<file path="src/rtl/dswdt_pkg.sv">
package dswdt_pkg;
  localparam int MODE_W = 8;
  localparam logic [2:0] FIXED_TOP = 3'b011;
  localparam logic [MODE_W-1:0] MODE_RESET = 8'h67;

  typedef enum logic [1:0] {
    SRC_SLOW  = 2'b00,
    SRC_SYS   = 2'b01,
    SRC_HALT0 = 2'b10,
    SRC_HALT1 = 2'b11
  } src_sel_e;

  function automatic logic sel_is_halt(input logic [1:0] sel);
    return sel[1];
  endfunction
endpackage

</file>
<file path="src/rtl/dswdt_mode_reg.sv">
module dswdt_mode_reg
  import dswdt_pkg::*;
(
  input  logic              clk,
  input  logic              rst_n,
  input  logic              we,
  input  logic [MODE_W-1:0] wdata,
  input  logic              strap,
  output logic [MODE_W-1:0] mode_q,
  output logic              accept
);
  logic locked_q;
  logic top_ok;
  logic src_ok;

  assign top_ok = (wdata[7:5] == FIXED_TOP);
  assign src_ok = (wdata[4:3] == SRC_SLOW) || strap;
  assign accept = we && !locked_q && top_ok && src_ok;

  always_ff @(posedge clk) begin
    if (!rst_n) begin
      mode_q   <= MODE_RESET;
      locked_q <= 1'b0;
    end else if (accept) begin
      mode_q   <= wdata;
      locked_q <= 1'b1;
    end
  end

  p_fixed_bits_r2: assert property (@(posedge clk) disable iff (!rst_n)
    mode_q[7:5] == FIXED_TOP);
  p_locked_hold_r7: assert property (@(posedge clk) disable iff (!rst_n)
    (locked_q && we) |=> $stable(mode_q));
  p_strap_gate_r6: assert property (@(posedge clk) disable iff (!rst_n)
    (we && !strap && wdata[4:3] != 2'b00) |=> $stable(mode_q));
endmodule

</file>
<file path="src/rtl/dswdt_tick_sel.sv">
module dswdt_tick_sel
  import dswdt_pkg::*;
(
  input  logic [1:0] sel,
  input  logic       slow_tick,
  input  logic       sys_tick,
  output logic       tick,
  output logic       halted
);
  always_comb begin
    unique case (sel)
      SRC_SLOW: tick = slow_tick;
      SRC_SYS:  tick = sys_tick;
      default:  tick = 1'b0;
    endcase
  end
  assign halted = sel_is_halt(sel);
endmodule

</file>
<file path="src/rtl/dswdt_limit_dec.sv">
module dswdt_limit_dec
  import dswdt_pkg::*;
#(
  parameter int CNT_W     = 20,
  parameter int SLOW_BASE = 11,
  parameter int SYS_BASE  = 13
) (
  input  logic [1:0]       sel,
  input  logic [2:0]       code,
  output logic [CNT_W-1:0] limit
);
  localparam int PW_W = CNT_W + 1;
  logic [PW_W-1:0] pw;
  int unsigned     expo;

  always_comb begin
    expo  = (sel == SRC_SYS) ? (SYS_BASE + int'(code)) : (SLOW_BASE + int'(code));
    pw    = PW_W'(1) << expo;
    limit = pw[CNT_W-1:0] - CNT_W'(1);
  end
endmodule

</file>
<file path="src/rtl/dswdt_counter.sv">
module dswdt_counter #(
  parameter int CNT_W = 20
) (
  input  logic             clk,
  input  logic             rst_n,
  input  logic             tick,
  input  logic             halted,
  input  logic             clr,
  input  logic             restart,
  input  logic [CNT_W-1:0] limit,
  output logic             ovf
);
  logic [CNT_W-1:0] cnt_q;

  always_ff @(posedge clk) begin
    if (!rst_n) begin
      cnt_q <= '0;
      ovf   <= 1'b0;
    end else begin
      ovf <= 1'b0;
      if (restart || clr) begin
        cnt_q <= '0;
      end else if (tick) begin
        if (cnt_q == limit) begin
          cnt_q <= '0;
          ovf   <= 1'b1;
        end else begin
          cnt_q <= cnt_q + CNT_W'(1);
        end
      end
    end
  end

  p_restart_clears_r8: assert property (@(posedge clk) disable iff (!rst_n)
    restart |=> (cnt_q == '0) && !ovf);
  p_accept_clears_r10: assert property (@(posedge clk) disable iff (!rst_n)
    clr |=> (cnt_q == '0));
  p_halt_frozen_r5: assert property (@(posedge clk) disable iff (!rst_n)
    (halted && !restart && !clr) |=> $stable(cnt_q) && !ovf);
  p_single_pulse_r9: assert property (@(posedge clk) disable iff (!rst_n)
    ovf |=> !ovf);
  p_wrap_zero_r9: assert property (@(posedge clk) disable iff (!rst_n)
    ovf |-> (cnt_q == '0));
endmodule

</file>
<file path="src/rtl/dswdt_top.sv">
module dswdt_top
  import dswdt_pkg::*;
#(
  parameter int CNT_W     = 20,
  parameter int SLOW_BASE = 11,
  parameter int SYS_BASE  = 13
) (
  input  logic       clk,
  input  logic       rst_n,
  input  logic       cfg_we,
  input  logic [7:0] cfg_wdata,
  output logic [7:0] cfg_rdata,
  input  logic       strap_allow,
  input  logic       slow_tick,
  input  logic       sys_tick,
  input  logic       restart,
  output logic       ovf_pulse
);
  logic [MODE_W-1:0] mode_q;
  logic              accept;
  logic              tick;
  logic              halted;
  logic [CNT_W-1:0]  limit;

  dswdt_mode_reg u_mode (
    .clk    (clk),
    .rst_n  (rst_n),
    .we     (cfg_we),
    .wdata  (cfg_wdata),
    .strap  (strap_allow),
    .mode_q (mode_q),
    .accept (accept)
  );

  dswdt_tick_sel u_tsel (
    .sel       (mode_q[4:3]),
    .slow_tick (slow_tick),
    .sys_tick  (sys_tick),
    .tick      (tick),
    .halted    (halted)
  );

  dswdt_limit_dec #(
    .CNT_W     (CNT_W),
    .SLOW_BASE (SLOW_BASE),
    .SYS_BASE  (SYS_BASE)
  ) u_lim (
    .sel   (mode_q[4:3]),
    .code  (mode_q[2:0]),
    .limit (limit)
  );

  dswdt_counter #(.CNT_W(CNT_W)) u_cnt (
    .clk     (clk),
    .rst_n   (rst_n),
    .tick    (tick),
    .halted  (halted),
    .clr     (accept),
    .restart (restart),
    .limit   (limit),
    .ovf     (ovf_pulse)
  );

  assign cfg_rdata = mode_q;
endmodule

</file>
<file path="config.mk">
export PLATFORM = sky130hd
export DESIGN_NAME = dswdt_top
export DESIGN_NICKNAME = d
export VERILOG_FILES = /design/src/rtl/dswdt_pkg.sv /design/src/rtl/dswdt_mode_reg.sv /design/src/rtl/dswdt_tick_sel.sv /design/src/rtl/dswdt_limit_dec.sv /design/src/rtl/dswdt_counter.sv /design/src/rtl/dswdt_top.sv
export SDC_FILE = /design/constraint.sdc
export NUM_CORES = 1
export LEC_CHECK = 0
export BUFFER_PORTS_ARGS = -buffer_cell sky130_fd_sc_hd__buf_4
export CELL_PAD_IN_SITES_DETAIL_PLACEMENT = 0
export CELL_PAD_IN_SITES_GLOBAL_PLACEMENT = 1
export CORE_ASPECT_RATIO = 0.7
export CORE_UTILIZATION = 40
export CTS_BUF_LIST = sky130_fd_sc_hd__clkbuf_2
export DETAILED_ROUTE_END_ITERATION = 8
export PLACE_DENSITY = 0.81
export REMOVE_ABC_BUFFERS = 1
export SLEW_MARGIN = 25
export SYNTH_ARGS = -nofsm -noshare
export SYNTH_HDL_FRONTEND = slang
export SYNTH_SLANG_ARGS = --single-unit
</file>
<file path="constraint.sdc">
create_clock -name clk -period 12.6 [get_ports clk]
set_clock_uncertainty 0.2 [all_clocks]
set_input_delay 2.52 -clock clk [delete_from_list [all_inputs] [get_ports clk]]
set_output_delay 2.52 -clock clk [all_outputs]
set_load 0.1 [all_outputs]
</file>
-- Word level (Yosys, flattened, before mapping)
Index checks and enable logic that the tools add are counted.
- logic and storage cells: 28
- output and inout port bits: 9
- input port bits: 15
- register bits: 30
- $add $sub $neg: 4
- equality and inequality tests: 3
- multiplexer cells: 4
- reductions and logical operators: 10
- shifts and indexed selects: 1
- bitwise logic cells: 2
- operators by type and width (operator ; count):
    two-way mux 32 bit ; 1
    << shifter 1 x 32 -> 20 bit, first input constant ; 1
    adder 20 x 1 -> 20 bit, second input constant ; 1
    == test 20 bit ; 1
    two-way mux 20 bit ; 1
    subtractor 20 x 1 -> 20 bit, second input constant ; 1
    adder 4 x 3 -> 5 bit, first input constant ; 2
    logical NOT 2 bit ; 2
    == test 3 x 2 -> 1 bit, second input constant ; 1
    logical AND 1 bit ; 3
    OR reduction 3 bit ; 1
    == test 2 x 1 -> 1 bit, second input constant ; 1
    logical OR 1 bit ; 2
    inverter 1 bit ; 2
    case mux 1 bit (2 select lines) ; 1
    OR reduction 2 bit ; 1
    logical NOT 1 bit ; 1
    two-way mux 1 bit ; 1

-- Logic depth before layout (Yosys ltp)
Gate-level depths: netlist of run 1.
- depth in word-level cells: 6
- mapped depth: 16
- mapped depth without buffers: 14

-- Modules after synthesis
A second synthesis of run 1 with hierarchy kept.
- cell total of the unflattened synthesis: 256
- area total of the unflattened synthesis: 2200.9 um^2
- modules (own cells, without submodules) (module ; cells an instance ; area each (um^2) ; sequential area each (um^2) ; times used):
    dswdt_counter ; 123 ; 1124.8 ; 420.4 ; 1
    dswdt_limit_dec ; 98 ; 699.4 ; 0.0 ; 1
    dswdt_mode_reg ; 32 ; 355.3 ; 180.2 ; 1
    dswdt_tick_sel ; 3 ; 21.3 ; 0.0 ; 1

-- Worst setup path before layout of run 1
Ideal clock, no wire load.
- kind: register to register
- start: register u_mode.mode_q[3]
- end: register u_cnt.cnt_q[10]
- path buffers: 1
- library setup time: 0.115 ns
- path slack: 7.584 ns
- stages on the path, launching flop included: 15
- data required time: 12.285 ns
- data arrival time: 4.700 ns
- period minus slack after synthesis: 5.016 ns
- path through: dfxtp_1 -> nand2b_4 -> maj3_1 -> fa_1 -> or2_2 -> or3_1 -> ha_1 -> nor4_1 -> and3_1 -> o21ai_0 -> a211oi_2 -> nand4b_1 -> o31ai_4 -> buf_6 -> nor2_2
- word-level cells in the longest chain between the ends: 6
- elaborated cells on any way between the ends: 8
- classes of those cells: 1 x add/sub; 2 x eq/ne; 1 x shift; 3 x mux; 1 x reduce/logical
- RTL lines (what ; line ; RTL):
    from (decl) ; dswdt_mode_reg.sv:9 ; output logic [MODE_W-1:0] mode_q,
    from (signal assigned) ; dswdt_mode_reg.sv:25 ; mode_q <= wdata;
    == test 2 x 1 -> 1 bit ; dswdt_tick_sel.sv:11, dswdt_limit_dec.sv:17 ;
    two-way mux 32 bit ; dswdt_limit_dec.sv:17 ; expo = (sel == SRC_SYS) ? (SYS_BASE + int'(code)) : (SLOW_BASE + int'(code));
    << shifter 1 x 32 -> 20 bit ; dswdt_limit_dec.sv:18 ; pw = PW_W'(1) << expo;
    subtractor 20 x 1 -> 20 bit ; dswdt_limit_dec.sv:19 ; limit = pw[CNT_W-1:0] - CNT_W'(1);
    == test 20 bit ; dswdt_counter.sv:24 ; if (cnt_q == limit) begin
    two-way mux 20 bit ; dswdt_counter.sv:24 ;
    to (signal assigned) ; dswdt_counter.sv:28 ; cnt_q <= cnt_q + CNT_W'(1);
    to (decl) ; dswdt_counter.sv:13 ; logic [CNT_W-1:0] cnt_q;
Several ways; a longest one is shown, not always the timed one.
A chain may end at the register's enable or synchronous reset.

-- Worst setup path in the final report of run 1
- start: register u_mode.mode_q[1]
- end: register u_cnt.cnt_q[14]
- word-level cells in the longest chain between the ends: 6
- elaborated cells on any way between the ends: 7
- classes of those cells: 3 x add/sub; 1 x eq/ne; 1 x shift; 2 x mux
- RTL lines (what ; line):
    adder 4 x 3 -> 5 bit ; dswdt_limit_dec.sv:17
    two-way mux 32 bit * ; dswdt_limit_dec.sv:17
    << shifter 1 x 32 -> 20 bit * ; dswdt_limit_dec.sv:18
    subtractor 20 x 1 -> 20 bit * ; dswdt_limit_dec.sv:19
    == test 20 bit * ; dswdt_counter.sv:24
    two-way mux 20 bit * ; dswdt_counter.sv:24
Mark *: on every way between the ends. The rest lies on a longest branch, timed or not.

==> impl_metrics.py, run 1 <==
metrics = {
    "status": {
        "outcome": "finished clean",
    },
    "logic_synthesis": {
        "syn-cell-area_um2": 2460,
        "simple_gate_share_of_the_synthesized_area": 0.335,
        "post_synth.cell_area_avg_um2": 8.13,
        "mux_share_of_post_synthesis_cell_area": 0.0431,
        "dominantRegCellSynth": "sky130_fd_sc_hd__dfxtp_1",
        "yosys.area_share.xor_xnor": 0.139,
        "synth_fa_ha_area_frac": 0.0274,
        "synth-compound-area-share": 0.161,
        "ffs_latches_synth": 30,
        "async_flop_share": 0,
        "synth.yosys.warnings": 0,
        "synth-edff-count": 0,
        "postSynthCellCount": 303,
        "dominant_combinational_cell_family_by_area_after_synthesis": "simple AND/OR/NAND/NOR gates",
        "post_synth_num_cell_types": 67,
        "seq_area_frac_synth": 0.244,
    },
    "route": {
        "drtIter0Drc": 184,
        "dr.pass1.iters": 4,
        "num_vias": 2195,
        "post_detailed_route_count_of_antenna_violating_nets": 0,
        "drc": 0,
        "via_per_inst": 5.54,
        "post_drt_wl_per_cell_um": 15.5,
        "routed_wl_mm": 6.14,
    },
    "setup_path": {
        "critical_path_peak_fanout": 21,
        "timing.critical_path.to_type": "flop",
        "maximum_single_stage_delay_on_the_critical_path_ns": 0.90,
        "count_of_buffering_cells_on_the_critical_path_with_inverters_included": 0,
        "class_of_the_most_critical_setup_path": "reg2reg",
        "crit_path_start_kind": "flop",
        "cpLargestDelayFamily": "simple AND/OR/NAND/NOR gates",
        "cp_cell_sequence": "maj3_1, fa_1, or2_2, a21oi_1, nand3_1, ha_1, nor4_1, and3_1, o21ai_0, a211oi_2, nand4b_1, o31ai_4, nor2_1",
        "critPathSlowestCell": "sky130_fd_sc_hd__dfxtp_1",
        "required_time_of_the_critical_path_ns": 12.62,
        "critical_path_arrival_ns": 5.51,
    },
    "layout": {
        "seqCellArea_um2": 601,
        "final.fill_count": 586,
        "diodes": 0,
        "flow.area_growth_from_synthesis_pct": 8.93,
        "drive_above_1_share": 0.199,
        "most-common-layout-cells": "sky130_fd_sc_hd__nor2_1, sky130_fd_sc_hd__dfxtp_1, sky130_fd_sc_hd__nand2_1",
        "multi_input_area_um2": 1740,
        "layout.nets": 339,
    },
    "placed_design": {
        "place_congestion": 0.943,
        "pre_cts_ws_ns": 7.21,
        "io_buffer_count": 23,
        "place_hpwl_mm": 4.68,
    },
    "global_route": {
        "antenna_violations_before_repair": 0,
        "track_usage": 0.211,
        "first_global_vias": 1983,
        "wire_length_of_the_first_global_routing_pass_mm": 10.2,
        "grt-ovfl-total": 0,
        "pin_count_of_the_biggest_net_entering_global_routing": 24,
    },
    "timing": {
        "finalWorstPathRequiredPeriod_ns": 5.49,
        "final-max-slew-violation-count": 0,
        "worst_hold_slack_ns": 0.280,
        "finalHoldViolations": 0,
        "worst-slew-pin-transition_ns": 0.981,
        "fin_ws_ns": 7.11,
        "fin_crit_sh": 0.436,
        "max-slew-margin-rel": 0.346,
        "max_freq_mhz": 182,
        "setup_repair_after_global_routing_missed_its_margin": "false",
        "setup_tns_ns": 0,
        "report.final.setup_viol": 0,
    },
    "clock_network": {
        "cts_repair_resize_count": 0,
        "ctsLongestPathBuffers": 2,
        "cts.sinks": 30,
        "numCtsBuffers": 5,
        "cts_tree": "done",
        "clock_root_buffer": "sky130_fd_sc_hd__clkbuf_2",
        "clock_tree.htree_level_count": 2,
        "post_cts.repair.setup_buffers": 0,
        "clock_pin_slew_on_the_worst_setup_and_hold_paths_ns": 0.19,
        "post_cts_hold_buffer_count": 0,
        "clock_insertion_delay_worst_skew_ns": 0.38,
    },
    "die": {
        "core.rowCount": 23,
        "die_outline_area_um2": 6480,
        "initial_utilization": 0.422,
        "die_w_um": 95.8,
        "io-pin-count": 24,
        "chipHeight_um": 67.7,
        "core_area_um2": 5840,
    },
    "flow_run": {
        "maxCapViolations": 0,
    },
    "power_and_ir_drop": {
        "peakVddDrop_mv": 0.0336,
        "power_density_nw_per_um2": 63.7,
        "cellLeakagePower_nw": 0.971,
    },
    "hold_path": {
        "hold_path.class": "reg2reg",
    },
}
## cell usage after synthesis (6+ instances only)
| library cell | n | area share |
|---|---|---|
| sky130_fd_sc_hd__dfxtp_1 | 30 | 0.24 |
| sky130_fd_sc_hd__and3_1 | 8 | 0.020 |
| sky130_fd_sc_hd__xnor2_1 | 19 | 0.068 |
| sky130_fd_sc_hd__nor4_1 | 6 | 0.015 |
| sky130_fd_sc_hd__a21oi_1 | 9 | 0.018 |
| sky130_fd_sc_hd__inv_1 | 7 | 0.011 |
| sky130_fd_sc_hd__o211ai_1 | 6 | 0.018 |
| sky130_fd_sc_hd__nor2_1 | 30 | 0.046 |
| sky130_fd_sc_hd__xor2_1 | 17 | 0.060 |
| sky130_fd_sc_hd__mux2i_1 | 7 | 0.028 |
| sky130_fd_sc_hd__nor3_1 | 12 | 0.024 |
| sky130_fd_sc_hd__nor2_2 | 11 | 0.028 |
| sky130_fd_sc_hd__a31oi_1 | 6 | 0.015 |
| sky130_fd_sc_hd__nand2_1 | 28 | 0.043 |
| sky130_fd_sc_hd__or2_2 | 6 | 0.015 |
| sky130_fd_sc_hd__nand4_1 | 6 | 0.015 |
| sky130_fd_sc_hd__nand3_1 | 8 | 0.016 |
## power breakdown
group          switching (mW)  leakage (nW)  internal [mW]  total (mW)
registers             0.00120         0.242         0.0956      0.0968
clock network          0.0377        0.0304         0.0137      0.0514
logic                  0.0135         0.698        0.00942      0.0229
## layout make-up
type	instances	share of cell area
clock inverters	2	0.00326
well taps	75	0.0349
multi-input cells	251	0.648
clock buffers	6	0.0112
repair buffers	24	0.0671
inverters	8	0.0121
flip-flops and latches	30	0.224
## cells by family (layout without fill, tap and decap cells)
| logic type | after synthesis | after routing |
|---|---|---|
| and+or+nand+nor | 149 | 149 |
| AOI/OAI and AO/OA | 51 | 51 |
| xor gates and xnor gates | 37 | 37 |
| DFF | 30 | 30 |
| buffers and inverters | 22 | 40 |
| muxes | 9 | 9 |
| adders and majority gates | 5 | 5 |
## worst reg2reg max path: cells and delay by family, from the launching register on
kind	cells	cell delay, ns
simple gates	6	1.51
compound gates	4	1.46
fa+ha+maj	3	1.26
flops	1	0.90
## layer usage
layer,wire (um),global-route usage,vias up
li1,-,-,1127
met1,3330,0.317,1011
met2,2490,0.308,55
met3,296,0.0428,2
met4,23,0.0410,0
met5,0,0,-
## path summary, 6_finish.rpt
check	start	endpoint	slack [ns]	cells past startpoint
setup / recovery	u_mode.mode_q[1]$_SDFFE_PN1P_	u_cnt.cnt_q[14]$_SDFFE_PP0P_	7.11	13
hold / removal	u_mode.mode_q[5]$_SDFFE_PN1P_	u_mode.mode_q[5]$_SDFFE_PN1P_	0.28	1
setup reg to reg	u_mode.mode_q[1]$_SDFFE_PN1P_	u_cnt.cnt_q[14]$_SDFFE_PP0P_	7.11	13
hold reg to reg	u_mode.mode_q[5]$_SDFFE_PN1P_	u_mode.mode_q[5]$_SDFFE_PN1P_	0.28	1
## through the flow
step	std cells	util	total power, mW	cell area [um^2]
global route	396	0.460	0.180	2690
finish	396	0.460	0.171	2690
CTS	396	0.460	0.172	2690
detailed placement	388	0.453	0.121	2650
floorplan	289	-	0.114	2370
global placement	388	0.453	0.121	2650
## flip-flops by register name (all words and copies together) (netlist names)
| register | flops |
|---|---|
| u_cnt.cnt_q | 20 |
| u_mode.mode_q | 8 |
| u_cnt.ovf | 1 |
| u_mode.locked_q | 1 |
Power figures use the tool's default switching activity.
==> run 2, diff against run 1 <==
==> constraint.sdc (replaced) <==
create_clock -name clk -period 5.5 [get_ports clk]
set_clock_uncertainty 0.2 [all_clocks]
set_input_delay 1.1 -clock clk [delete_from_list [all_inputs] [get_ports clk]]
set_output_delay 1.1 -clock clk [all_outputs]
set_load 0.1 [all_outputs]
==> run 2 against run 1 <==
Against the previous run: flip-flop and latch count did not move; cell count is 1.0% higher; wire length up 2.7%; clock-buffer cell count is 1 lower; power rose to 2.6 times the previous value; core utilization increased by 0.96 points; non-clock buffer count increased by 4; highest routed layer unchanged; sequential power grew 130%; sequential share of layout area down 0.46 points; critical path depth rose by 2; fmax grew 7.2%; critical path type unchanged.
==> impl_metrics.py, run 2 (synthesized netlist as in run 1, its figures left out) <==
metrics = {
    "status": {
        "outcome": "finished clean",
    },
    "route": {
        "drtIter0Drc": 206,
        "drc": 0,
        "post_detailed_route_count_of_antenna_violating_nets": 0,
        "dr.pass1.iters": 4,
        "post_drt_wl_per_cell_um": 15.8,
        "num_vias": 2256,
        "via_per_inst": 5.64,
        "routed_wl_mm": 6.31,
    },
    "setup_path": {
        "cpLargestDelayFamily": "simple AND/OR/NAND/NOR gates",
        "crit_path_start_kind": "flop",
        "count_of_buffering_cells_on_the_critical_path_with_inverters_included": 1,
        "critical_path_peak_fanout": 19,
        "class_of_the_most_critical_setup_path": "reg2reg",
        "critical_path_arrival_ns": 5.19,
        "critPathSlowestCell": "sky130_fd_sc_hd__fa_1",
        "cp_cell_sequence": "nand2b_4, maj3_1, fa_1, or2_2, a21oi_1, nand3_1, ha_1, o31ai_4, nor2_1, or3b_2, o211ai_1, nand4b_1, o31ai_4, buf_4, nor2_1",
        "maximum_single_stage_delay_on_the_critical_path_ns": 0.64,
        "required_time_of_the_critical_path_ns": 5.57,
        "timing.critical_path.to_type": "flop",
    },
    "layout": {
        "largest_register_ff_count": 20,
        "top_regs": "u_cnt.cnt_q: 20 flops, u_mode.mode_q: 8 flops",
        "drive_above_1_share": 0.212,
        "final_non_filler_cell_total": 400,
        "final.fill_count": 586,
        "register_with_the_most_flip_flops": "u_cnt.cnt_q",
        "most-common-layout-cells": "sky130_fd_sc_hd__nor2_1, sky130_fd_sc_hd__dfxtp_1, sky130_fd_sc_hd__nand2_1, sky130_fd_sc_hd__buf_4, sky130_fd_sc_hd__xnor2_1",
        "post-route-cell-area_um2": 2740,
        "flow.area_growth_from_synthesis_pct": 11.2,
        "layout.nets": 343,
        "diodes": 0,
    },
    "die": {
        "io-pin-count": 24,
        "die_w_um": 95.8,
        "initial_utilization": 0.422,
        "core.rowCount": 23,
        "die_outline_area_um2": 6480,
        "core_area_um2": 5840,
        "chipHeight_um": 67.7,
    },
    "power_and_ir_drop": {
        "cellLeakagePower_nw": 1.00,
        "peakVddDrop_mv": 0.0854,
        "power_density_nw_per_um2": 160,
        "p_total_mw": 0.440,
    },
    "placed_design": {
        "place_hpwl_mm": 4.71,
        "place_congestion": 0.888,
        "placed_area_um2": 2680,
        "dp.cells": 392,
        "pre_cts_ws_ns": 0.498,
        "io_buffer_count": 23,
    },
    "timing": {
        "fin_ws_ns": 0.378,
        "max_freq_mhz": 195,
        "finalHoldViolations": 0,
        "setup_repair_after_global_routing_missed_its_margin": "false",
        "max-slew-margin-rel": 0.409,
        "final-max-slew-violation-count": 0,
        "fin_crit_sh": 0.931,
        "worst-slew-pin-transition_ns": 0.882,
        "report.final.setup_viol": 0,
        "setup_tns_ns": 0,
        "finalWorstPathRequiredPeriod_ns": 5.12,
    },
    "clock_network": {
        "clock_tree.htree_level_count": 2,
        "cts.sinks": 30,
        "clock_insertion_delay_worst_skew_ns": 0.38,
        "clock_pin_slew_on_the_worst_setup_and_hold_paths_ns": 0.19,
        "ctsLongestPathBuffers": 2,
        "numCtsBuffers": 5,
        "clock_root_buffer": "sky130_fd_sc_hd__clkbuf_2",
        "post_cts_hold_buffer_count": 0,
        "post_cts.repair.setup_buffers": 0,
        "cts_repair_resize_count": 0,
        "cts_tree": "done",
    },
    "global_route": {
        "pin_count_of_the_biggest_net_entering_global_routing": 23,
        "track_usage": 0.214,
        "first_global_vias": 2106,
        "antenna_violations_before_repair": 0,
        "wire_length_of_the_first_global_routing_pass_mm": 10.5,
        "grt-ovfl-total": 0,
    },
    "hold_path": {
        "hold_path.class": "reg2reg",
    },
    "flow_run": {
        "maxCapViolations": 0,
    },
}
==> run 2: final cells by class <==
class                   instances  area [um^2]  share of cell area
well taps                      75         93.8              0.0342
inverters                       8         32.5              0.0119
clock inverters                 3         40.0              0.0146
clock buffers                   5         25.0             0.00913
flip-flops and latches         30          601               0.219
multi-input cells             251         1740               0.634
repair buffers                 28          210              0.0767
==> run 2: stage by stage <==
stage | util | hold WS [ns]
global placement | 0.458 | 0.228
global route | 0.469 | 0.291
finish | 0.469 | 0.272
CTS | 0.469 | 0.276
detailed placement | 0.458 | 0.236
floorplan | - | 0.235
==> run 2: worst paths after layout <==
path                                               startpoint                       endpoint  slack (ns)  cells past startpoint
worst min-delay path            u_mode.mode_q[5]$_SDFFE_PN1P_  u_mode.mode_q[5]$_SDFFE_PN1P_        0.27                      1
worst max register to register  u_mode.mode_q[3]$_SDFFE_PN0P_   u_cnt.cnt_q[18]$_SDFFE_PP0P_        0.38                     15
worst max-delay path            u_mode.mode_q[3]$_SDFFE_PN0P_   u_cnt.cnt_q[18]$_SDFFE_PP0P_        0.38                     15
worst min register to register  u_mode.mode_q[5]$_SDFFE_PN1P_  u_mode.mode_q[5]$_SDFFE_PN1P_        0.27                      1
==> run 2: metal layers <==
layer  wire [um]  global-route usage  vias up
met5           0                   0        -
met4          73              0.0728        0
met3         402              0.0473       11
met2        2570               0.308       78
met1        3270               0.310     1039
li1            -                   -     1128
==> run 2: report_power, final <==
part | leakage (nW) | switching [mW] | internal (mW) | total, mW
clock | 0.0427 | 0.0886 | 0.0755 | 0.164
combinational | 0.717 | 0.0322 | 0.0224 | 0.0546
sequential | 0.242 | 0.00203 | 0.219 | 0.221
total | 1.00 | 0.123 | 0.317 | 0.440
